--- config.mk ---
export PLATFORM = sky130hd
export DESIGN_NAME = jtag_tap_ctrl
export DESIGN_NICKNAME = d
export VERILOG_FILES = /design/src/rtl/tap_pkg.sv /design/src/rtl/tap_fsm.sv /design/src/rtl/tap_shreg.sv /design/src/rtl/tap_ir.sv /design/src/rtl/tap_tdo_out.sv /design/src/rtl/jtag_tap_ctrl.sv
export SDC_FILE = /design/constraint.sdc
export NUM_CORES = 1
export LEC_CHECK = 0
export ABC_AREA = 1
export BUFFER_PORTS_ARGS = -buffer_cell sky130_fd_sc_hd__buf_4
export CAP_MARGIN = 15
export CORE_ASPECT_RATIO = 1.4
export CORE_MARGIN = 2
export CORE_UTILIZATION = 40
export CTS_CLUSTER_SIZE = 28
export DETAILED_ROUTE_END_ITERATION = 6
export PLACE_DENSITY = 0.62
export SLEW_MARGIN = 15
export SYNTH_ARGS = -nofsm -noshare
export SYNTH_HDL_FRONTEND = slang
export SYNTH_SLANG_ARGS = --single-unit
--- constraint.sdc ---
create_clock -name tck -period 1.8 [get_ports tck]
set_clock_uncertainty 0.15 [all_clocks]
set_input_delay 0.09 -clock tck [delete_from_list [all_inputs] [get_ports tck]]
set_output_delay 0.09 -clock tck [all_outputs]
set_load 0.02 [all_outputs]
--- src/rtl/tap_pkg.sv ---
package tap_pkg;

    localparam int IR_W = 4;
    localparam int ID_W = 32;

    typedef enum logic [3:0] {
        ST_RESET    = 4'hF,
        ST_IDLE     = 4'hC,
        ST_SEL_DR   = 4'h7,
        ST_CAP_DR   = 4'h6,
        ST_SH_DR    = 4'h2,
        ST_EX1_DR   = 4'h1,
        ST_PAUSE_DR = 4'h3,
        ST_EX2_DR   = 4'h0,
        ST_UPD_DR   = 4'h5,
        ST_SEL_IR   = 4'h4,
        ST_CAP_IR   = 4'hE,
        ST_SH_IR    = 4'hA,
        ST_EX1_IR   = 4'h9,
        ST_PAUSE_IR = 4'hB,
        ST_EX2_IR   = 4'h8,
        ST_UPD_IR   = 4'hD
    } tap_state_e;

    typedef enum logic [1:0] {
        PATH_PASS  = 2'd0,
        PATH_IDENT = 2'd1,
        PATH_BOUND = 2'd2
    } dr_path_e;

    typedef struct packed {
        dr_path_e path;
        logic     drive_out;
    } decode_t;

    localparam logic [IR_W-1:0] OP_EXTEST = 4'b0000;
    localparam logic [IR_W-1:0] OP_SAMPLE = 4'b0001;
    localparam logic [IR_W-1:0] OP_IDENT  = 4'b0010;
    localparam logic [IR_W-1:0] OP_PASS   = 4'b1111;

    localparam logic [IR_W-1:0] IR_CAPTURE = 4'b1001;

    localparam logic [3:0]  ID_VER   = 4'b1100;
    localparam logic [15:0] ID_PART  = 16'b0011110000111100;
    localparam logic [10:0] ID_MAKER = 11'b00111100001;
    localparam logic [ID_W-1:0] ID_VALUE = {ID_VER, ID_PART, ID_MAKER, 1'b1};

    function automatic tap_state_e tap_next(input tap_state_e s, input logic tms);
        tap_state_e n;
        case (s)
            ST_RESET:    n = tms ? ST_RESET  : ST_IDLE;
            ST_IDLE:     n = tms ? ST_SEL_DR : ST_IDLE;
            ST_SEL_DR:   n = tms ? ST_SEL_IR : ST_CAP_DR;
            ST_CAP_DR:   n = tms ? ST_EX1_DR : ST_SH_DR;
            ST_SH_DR:    n = tms ? ST_EX1_DR : ST_SH_DR;
            ST_EX1_DR:   n = tms ? ST_UPD_DR : ST_PAUSE_DR;
            ST_PAUSE_DR: n = tms ? ST_EX2_DR : ST_PAUSE_DR;
            ST_EX2_DR:   n = tms ? ST_UPD_DR : ST_SH_DR;
            ST_UPD_DR:   n = tms ? ST_SEL_DR : ST_IDLE;
            ST_SEL_IR:   n = tms ? ST_RESET  : ST_CAP_IR;
            ST_CAP_IR:   n = tms ? ST_EX1_IR : ST_SH_IR;
            ST_SH_IR:    n = tms ? ST_EX1_IR : ST_SH_IR;
            ST_EX1_IR:   n = tms ? ST_UPD_IR : ST_PAUSE_IR;
            ST_PAUSE_IR: n = tms ? ST_EX2_IR : ST_PAUSE_IR;
            ST_EX2_IR:   n = tms ? ST_UPD_IR : ST_SH_IR;
            ST_UPD_IR:   n = tms ? ST_SEL_DR : ST_IDLE;
            default:     n = ST_RESET;
        endcase
        return n;
    endfunction

    function automatic decode_t ir_decode(input logic [IR_W-1:0] op);
        decode_t d;
        d.drive_out = 1'b0;
        case (op)
            OP_EXTEST: begin
                d.path      = PATH_BOUND;
                d.drive_out = 1'b1;
            end
            OP_SAMPLE: d.path = PATH_BOUND;
            OP_IDENT:  d.path = PATH_IDENT;
            default:   d.path = PATH_PASS;
        endcase
        return d;
    endfunction

endpackage

--- src/rtl/tap_fsm.sv ---
module tap_fsm
    import tap_pkg::*;
(
    input  logic       tck,
    input  logic       rst,
    input  logic       tms,
    output tap_state_e state_o,
    output logic       in_reset_o,
    output logic       cap_ir_o,
    output logic       sh_ir_o,
    output logic       upd_ir_o,
    output logic       cap_dr_o,
    output logic       sh_dr_o,
    output logic       upd_dr_o
);

    tap_state_e state_q;

    always_ff @(posedge tck) begin
        if (rst) begin
            state_q <= ST_RESET;
        end else begin
            state_q <= tap_next(state_q, tms);
        end
    end

    assign state_o    = state_q;
    assign in_reset_o = (state_q == ST_RESET);
    assign cap_ir_o   = (state_q == ST_CAP_IR);
    assign sh_ir_o    = (state_q == ST_SH_IR);
    assign upd_ir_o   = (state_q == ST_UPD_IR);
    assign cap_dr_o   = (state_q == ST_CAP_DR);
    assign sh_dr_o    = (state_q == ST_SH_DR);
    assign upd_dr_o   = (state_q == ST_UPD_DR);

endmodule

--- src/rtl/tap_shreg.sv ---
module tap_shreg #(
    parameter int W = 8
) (
    input  logic         tck,
    input  logic         rst,
    input  logic         cap_en,
    input  logic [W-1:0] cap_val,
    input  logic         sh_en,
    input  logic         si,
    output logic [W-1:0] par_o,
    output logic         so_o
);

    logic [W-1:0] sr_q;

    generate
        if (W == 1) begin : g_single
            always_ff @(posedge tck) begin
                if (rst) begin
                    sr_q <= '0;
                end else if (cap_en) begin
                    sr_q <= cap_val;
                end else if (sh_en) begin
                    sr_q <= si;
                end
            end
        end else begin : g_multi
            always_ff @(posedge tck) begin
                if (rst) begin
                    sr_q <= '0;
                end else if (cap_en) begin
                    sr_q <= cap_val;
                end else if (sh_en) begin
                    sr_q <= {si, sr_q[W-1:1]};
                end
            end
        end
    endgenerate

    assign par_o = sr_q;
    assign so_o  = sr_q[0];

endmodule

--- src/rtl/tap_ir.sv ---
module tap_ir #(
    parameter int              IR_W     = 4,
    parameter logic [IR_W-1:0] CAPTURE  = '0,
    parameter logic [IR_W-1:0] RESET_OP = '0
) (
    input  logic            tck,
    input  logic            rst,
    input  logic            tdi,
    input  logic            in_reset,
    input  logic            cap,
    input  logic            sh,
    input  logic            upd,
    output logic            so_o,
    output logic [IR_W-1:0] instr_o
);

    logic [IR_W-1:0] shift_val;
    logic [IR_W-1:0] instr_q;

    tap_shreg #(.W(IR_W)) u_sr (
        .tck     (tck),
        .rst     (rst),
        .cap_en  (cap),
        .cap_val (CAPTURE),
        .sh_en   (sh),
        .si      (tdi),
        .par_o   (shift_val),
        .so_o    (so_o)
    );

    always_ff @(negedge tck) begin
        if (rst || in_reset) begin
            instr_q <= RESET_OP;
        end else if (upd) begin
            instr_q <= shift_val;
        end
    end

    assign instr_o = instr_q;

endmodule

--- src/rtl/tap_tdo_out.sv ---
module tap_tdo_out (
    input  logic tck,
    input  logic rst,
    input  logic sh_ir,
    input  logic sh_dr,
    input  logic ir_so,
    input  logic dr_so,
    output logic tdo_o,
    output logic oe_o
);

    logic tdo_q;
    logic oe_q;

    always_ff @(negedge tck) begin
        if (rst) begin
            tdo_q <= 1'b0;
            oe_q  <= 1'b0;
        end else begin
            oe_q  <= sh_ir | sh_dr;
            tdo_q <= sh_ir ? ir_so : dr_so;
        end
    end

    assign tdo_o = tdo_q;
    assign oe_o  = oe_q;

endmodule

--- src/rtl/jtag_tap_ctrl.sv ---
module jtag_tap_ctrl
    import tap_pkg::*;
(
    input  logic       tck,
    input  logic       rst,
    input  logic       tms,
    input  logic       tdi,
    input  logic       bsr_so,
    output logic       tdo,
    output logic       tdo_oe,
    output logic [3:0] tap_state,
    output logic [3:0] instr,
    output logic       bsr_sel,
    output logic       bsr_extest,
    output logic       bsr_capture,
    output logic       bsr_shift,
    output logic       bsr_update
);

    tap_state_e state;
    logic in_reset, cap_ir, sh_ir, upd_ir, cap_dr, sh_dr, upd_dr;
    logic ir_so, dr_so, pass_so, ident_so;
    logic [IR_W-1:0] instr_q;
    logic [0:0]      pass_par;
    logic [ID_W-1:0] ident_par;
    decode_t         dec;

    tap_fsm u_fsm (
        .tck        (tck),
        .rst        (rst),
        .tms        (tms),
        .state_o    (state),
        .in_reset_o (in_reset),
        .cap_ir_o   (cap_ir),
        .sh_ir_o    (sh_ir),
        .upd_ir_o   (upd_ir),
        .cap_dr_o   (cap_dr),
        .sh_dr_o    (sh_dr),
        .upd_dr_o   (upd_dr)
    );

    tap_ir #(
        .IR_W     (IR_W),
        .CAPTURE  (IR_CAPTURE),
        .RESET_OP (OP_IDENT)
    ) u_ir (
        .tck      (tck),
        .rst      (rst),
        .tdi      (tdi),
        .in_reset (in_reset),
        .cap      (cap_ir),
        .sh       (sh_ir),
        .upd      (upd_ir),
        .so_o     (ir_so),
        .instr_o  (instr_q)
    );

    assign dec = ir_decode(instr_q);

    tap_shreg #(.W(1)) u_pass (
        .tck     (tck),
        .rst     (rst),
        .cap_en  (cap_dr && dec.path == PATH_PASS),
        .cap_val (1'b0),
        .sh_en   (sh_dr && dec.path == PATH_PASS),
        .si      (tdi),
        .par_o   (pass_par),
        .so_o    (pass_so)
    );

    tap_shreg #(.W(ID_W)) u_ident (
        .tck     (tck),
        .rst     (rst),
        .cap_en  (cap_dr && dec.path == PATH_IDENT),
        .cap_val (ID_VALUE),
        .sh_en   (sh_dr && dec.path == PATH_IDENT),
        .si      (tdi),
        .par_o   (ident_par),
        .so_o    (ident_so)
    );

    always_comb begin
        case (dec.path)
            PATH_IDENT: dr_so = ident_so;
            PATH_BOUND: dr_so = bsr_so;
            default:    dr_so = pass_so;
        endcase
    end

    tap_tdo_out u_out (
        .tck   (tck),
        .rst   (rst),
        .sh_ir (sh_ir),
        .sh_dr (sh_dr),
        .ir_so (ir_so),
        .dr_so (dr_so),
        .tdo_o (tdo),
        .oe_o  (tdo_oe)
    );

    assign tap_state   = state;
    assign instr       = instr_q;
    assign bsr_sel     = (dec.path == PATH_BOUND);
    assign bsr_extest  = bsr_sel && dec.drive_out;
    assign bsr_capture = bsr_sel && cap_dr;
    assign bsr_shift   = bsr_sel && sh_dr;
    assign bsr_update  = bsr_sel && upd_dr;

endmodule

==> results.sh <==
export IMPL_status="finished, violations left"
export IMPL_violations="setup timing"
export IMPL_slowest_stage="dfxtp_4"
export IMPL_grt_usage_pct=19.82
export IMPL_synth_seq_area_share_pct=44.16
export IMPL_clockBufferDepth=2
export IMPL_grt_max_degree=21
export IMPL_cts_made_buffers=5
export IMPL_irDropWorstVdd_mv=0.6388
export IMPL_cts_tree="yes"
export IMPL_syn2layout_area_growth_pct=64.53
export IMPL_start_util_pct=41.30
export IMPL_crit_path_cell_trace="nor2_4, inv_2, nor2_4, buf_6, inv_4, ha_4, nand2_8, clkbuf_16, nand2_4, a21oi_2"
export IMPL_antenna_found_initial=0
export IMPL_grt_overflow=0
export IMPL_syn_avg_cell_area_um2=6.986
export IMPL_ys_warn_count=0
export IMPL_htree_levels=2
export IMPL_hold_path_class="primary input to flip-flop"
export IMPL_clock_latency_ps=370
export IMPL_setup_slack_ps=-863.0
export IMPL_tightest_slew_ps=255.5
export IMPL_worst_path_most_repeated_cell="nor2_4"
export IMPL_cp_start_kind="flip-flop"
export IMPL_setup_viol=49
export IMPL_placed_area_um2=2698
export IMPL_cts_clk_slew_worst_paths_ps=90
export IMPL_p_leak_nw=1.559
export IMPL_yosysUniqueCellTypes=25
export IMPL_port_buffer_count=19
export IMPL_synth_nets=313
export IMPL_hold_slack_ps=33.46
export IMPL_drt_iter0_markers=71
export IMPL_rsz0062_at_grt="yes"
export IMPL_post_drt_wl_per_cell_um=12.76
export IMPL_via_per_inst=4.879
export IMPL_finalHoldViolCount=0
export IMPL_gp_congestion=0.8087
export IMPL_max_slew_margin_pct=82.90
export IMPL_drive_above_1_share_pct=47.24
export IMPL_cp_num_buf_inv=4
export IMPL_synth_cells=305
export IMPL_dieWidth_um=65.69
export IMPL_cts_root_buf="clkbuf_8"
export IMPL_io_pins=20
export IMPL_setup_worst_path_end_class="flip-flop"
export IMPL_path_class="flip-flop to flip-flop"
export IMPL_drv_slew=0
export IMPL_finalInstanceArea_um2=3506
export IMPL_antenna_left=0
export IMPL_layout_core_utilization_pct=67.96
export IMPL_crit_fanout=6
export IMPL_crit_arrival_ps=2760
export IMPL_slowest_delay_ps=340
export IMPL_antennaDiodeCount=0
export IMPL_synthesis_area_um2=2131
export IMPL_die_area_um2=5935
export IMPL_grt_pass1_vias=2031
export IMPL_num_nets_final=388
export IMPL_core_um2=5159
export IMPL_cts_sinks=47
export IMPL_power_density_nw_per_um2=1210
export IMPL_drtPass1Iterations=4
export IMPL_worstPathRequired_ps=1890
export IMPL_fin_setup_tns_ps=-33640
export IMPL_grt_pass1_wl_mm=9.163
export IMPL_finalWirelength_mm=5.704
export IMPL_die_h_um=90.36
export IMPL_ys_seq_elements=47
export IMPL_dpl_hpwl_mm=3.559
export IMPL_rows=31
export IMPL_cap_violations=0
export IMPL_vias=2181
export IMPL_cpLargestDelayFamily="simple AND/OR/NAND/NOR gates"
export IMPL_drc=0
==> path summary, 6_finish.rpt <==
check / from / slack, ps / endpoint / cells past startpoint
setup / recovery: u_ir.instr_o[2] / -860 / u_ident.par_o[10] / 10
hold / removal: rst / 30 / u_fsm.state_o[3] / 4
setup reg to reg: u_ir.instr_o[2] / -860 / u_ident.par_o[10] / 10
hold reg to reg: u_ident.par_o[29] / 320 / u_ident.par_o[29] / 2
==> what timing repair did <==
item                                   CTS  global route
setup endpoints to repair               50            50
setup buffers                            8             6
hold buffers                             4             0
endpoints found under the hold margin    7             0
gates resized for setup                 61            67
pin swaps                               10            18
cloned                                   3             1
==> power by group <==
group / switching (mW) / internal, mW / total, mW
clock network: 0.418 / 0.375 / 0.793
logic: 1.14 / 0.950 / 2.09
registers: 0.160 / 1.20 / 1.36
==> layout by cell type, fill, tap and decap left out <==
cell,count
o211ai_1,1
buf_4,42
clkinv_4,2
nor2_4,18
nor2_1,29
inv_1,37
nor2_2,7
clkbuf_16,2
dfxtp_1,37
buf_8,1
a21oi_1,12
nor3_4,3
nand2_1,46
nand2_8,2
buf_12,3
nand3_4,3
a21oi_2,13
buf_6,19
ha_4,3
nand2_2,17
nand4_1,1
nor4_4,1
inv_2,5
o21ai_0,7
nand3_1,27
dlygate4sd3_1,4
clkbuf_8,5
o21ai_2,2
nand3_2,3
inv_4,3
dfxtp_2,3
buf_16,2
nand2_4,11
inv_6,1
dfxtp_4,7
nor2_8,1
nor3_2,1
==> synth_stat cells <==
cell type	instances	area, um^2
nor2_1	52	195.2
buf_4	1	7.510
o21ai_0	8	40.04
nor4_1	1	6.260
nand3_1	31	155.2
inv_2	4	15.01
ha_1	3	37.54
dfxtp_1	47	940.9
nand2_4	2	22.52
o21ai_1	1	5.000
a21oi_1	25	125.1
nor2_2	1	6.260
inv_1	37	138.9
nor2_8	1	20.02
buf_2	3	15.01
nor3_1	4	20.02
clkbuf_8	1	13.76
nand2_1	72	270.3
nand2_2	2	12.51
buf_6	3	33.78
nand4_1	1	6.260
o211ai_1	1	7.510
nor2_4	1	11.26
nand3_4	1	17.52
clkbuf_1	2	7.510
==> kinds of logic after synthesis <==
| family | synth area share, % |
|---|---|
| and+or+nand+nor | 34.88 |
| adders and majority gates | 1.762 |
| buffers and inverters | 10.86 |
| DFF | 44.16 |
| AOI/OAI and AO/OA | 8.338 |
==> layout make-up <==
class	count	area, um^2
clock buffers	6	93.84
clock inverters	8	35.03
fillers	420	1653
inverters	40	167.7
multi-input cells	208	1431
flip-flops and latches	47	970.9
well taps	66	82.58
repair buffers	72	724.4
==> sequential cells by signal, summed over array words and instances (netlist names) <==
| signal | count |
|---|---|
| u_pass.par_o | 1 |
| u_ident.par_o | 32 |
| u_fsm.state_o | 4 |
| u_ir.instr_o | 4 |
| u_ir.u_sr.par_o | 4 |
| u_out.oe_o | 1 |
| u_out.tdo_o | 1 |
==> metal layers <==
metal	global-route usage, %	up-vias	share of wire (%)	wire length (um)
li1	-	1108	-	-
met2	37.63	35	57	3278
met3	4.115	11	2.4	139
met4	6.424	0	2.1	119
met5	0	-	0	0
met1	20.78	1027	38	2166
==> metrics by stage <==
| stage | power, mW | cells | setup slack (ps) |
|---|---|---|---|
| final | 4.243 | 447 | -863.0 |
| after global placement | 2.930 | 413 | -601.8 |
| after CTS | 4.033 | 441 | -837.3 |
| after detailed placement | 2.942 | 413 | -622.1 |
| after global routing | 4.498 | 447 | -931.3 |
| after floorplan | 2.369 | 305 | -683.5 |
==> worst register-to-register path, cell delays in order, from the launching register on <==
cell,delay [ps]
dfxtp_4,340
nor2_4,120
inv_2,60
nor2_4,110
buf_6,120
inv_4,30
ha_4,210
nand2_8,160
clkbuf_16,180
nand2_4,40
a21oi_2,120
Note: power is estimated with default switching activity, not from simulation.
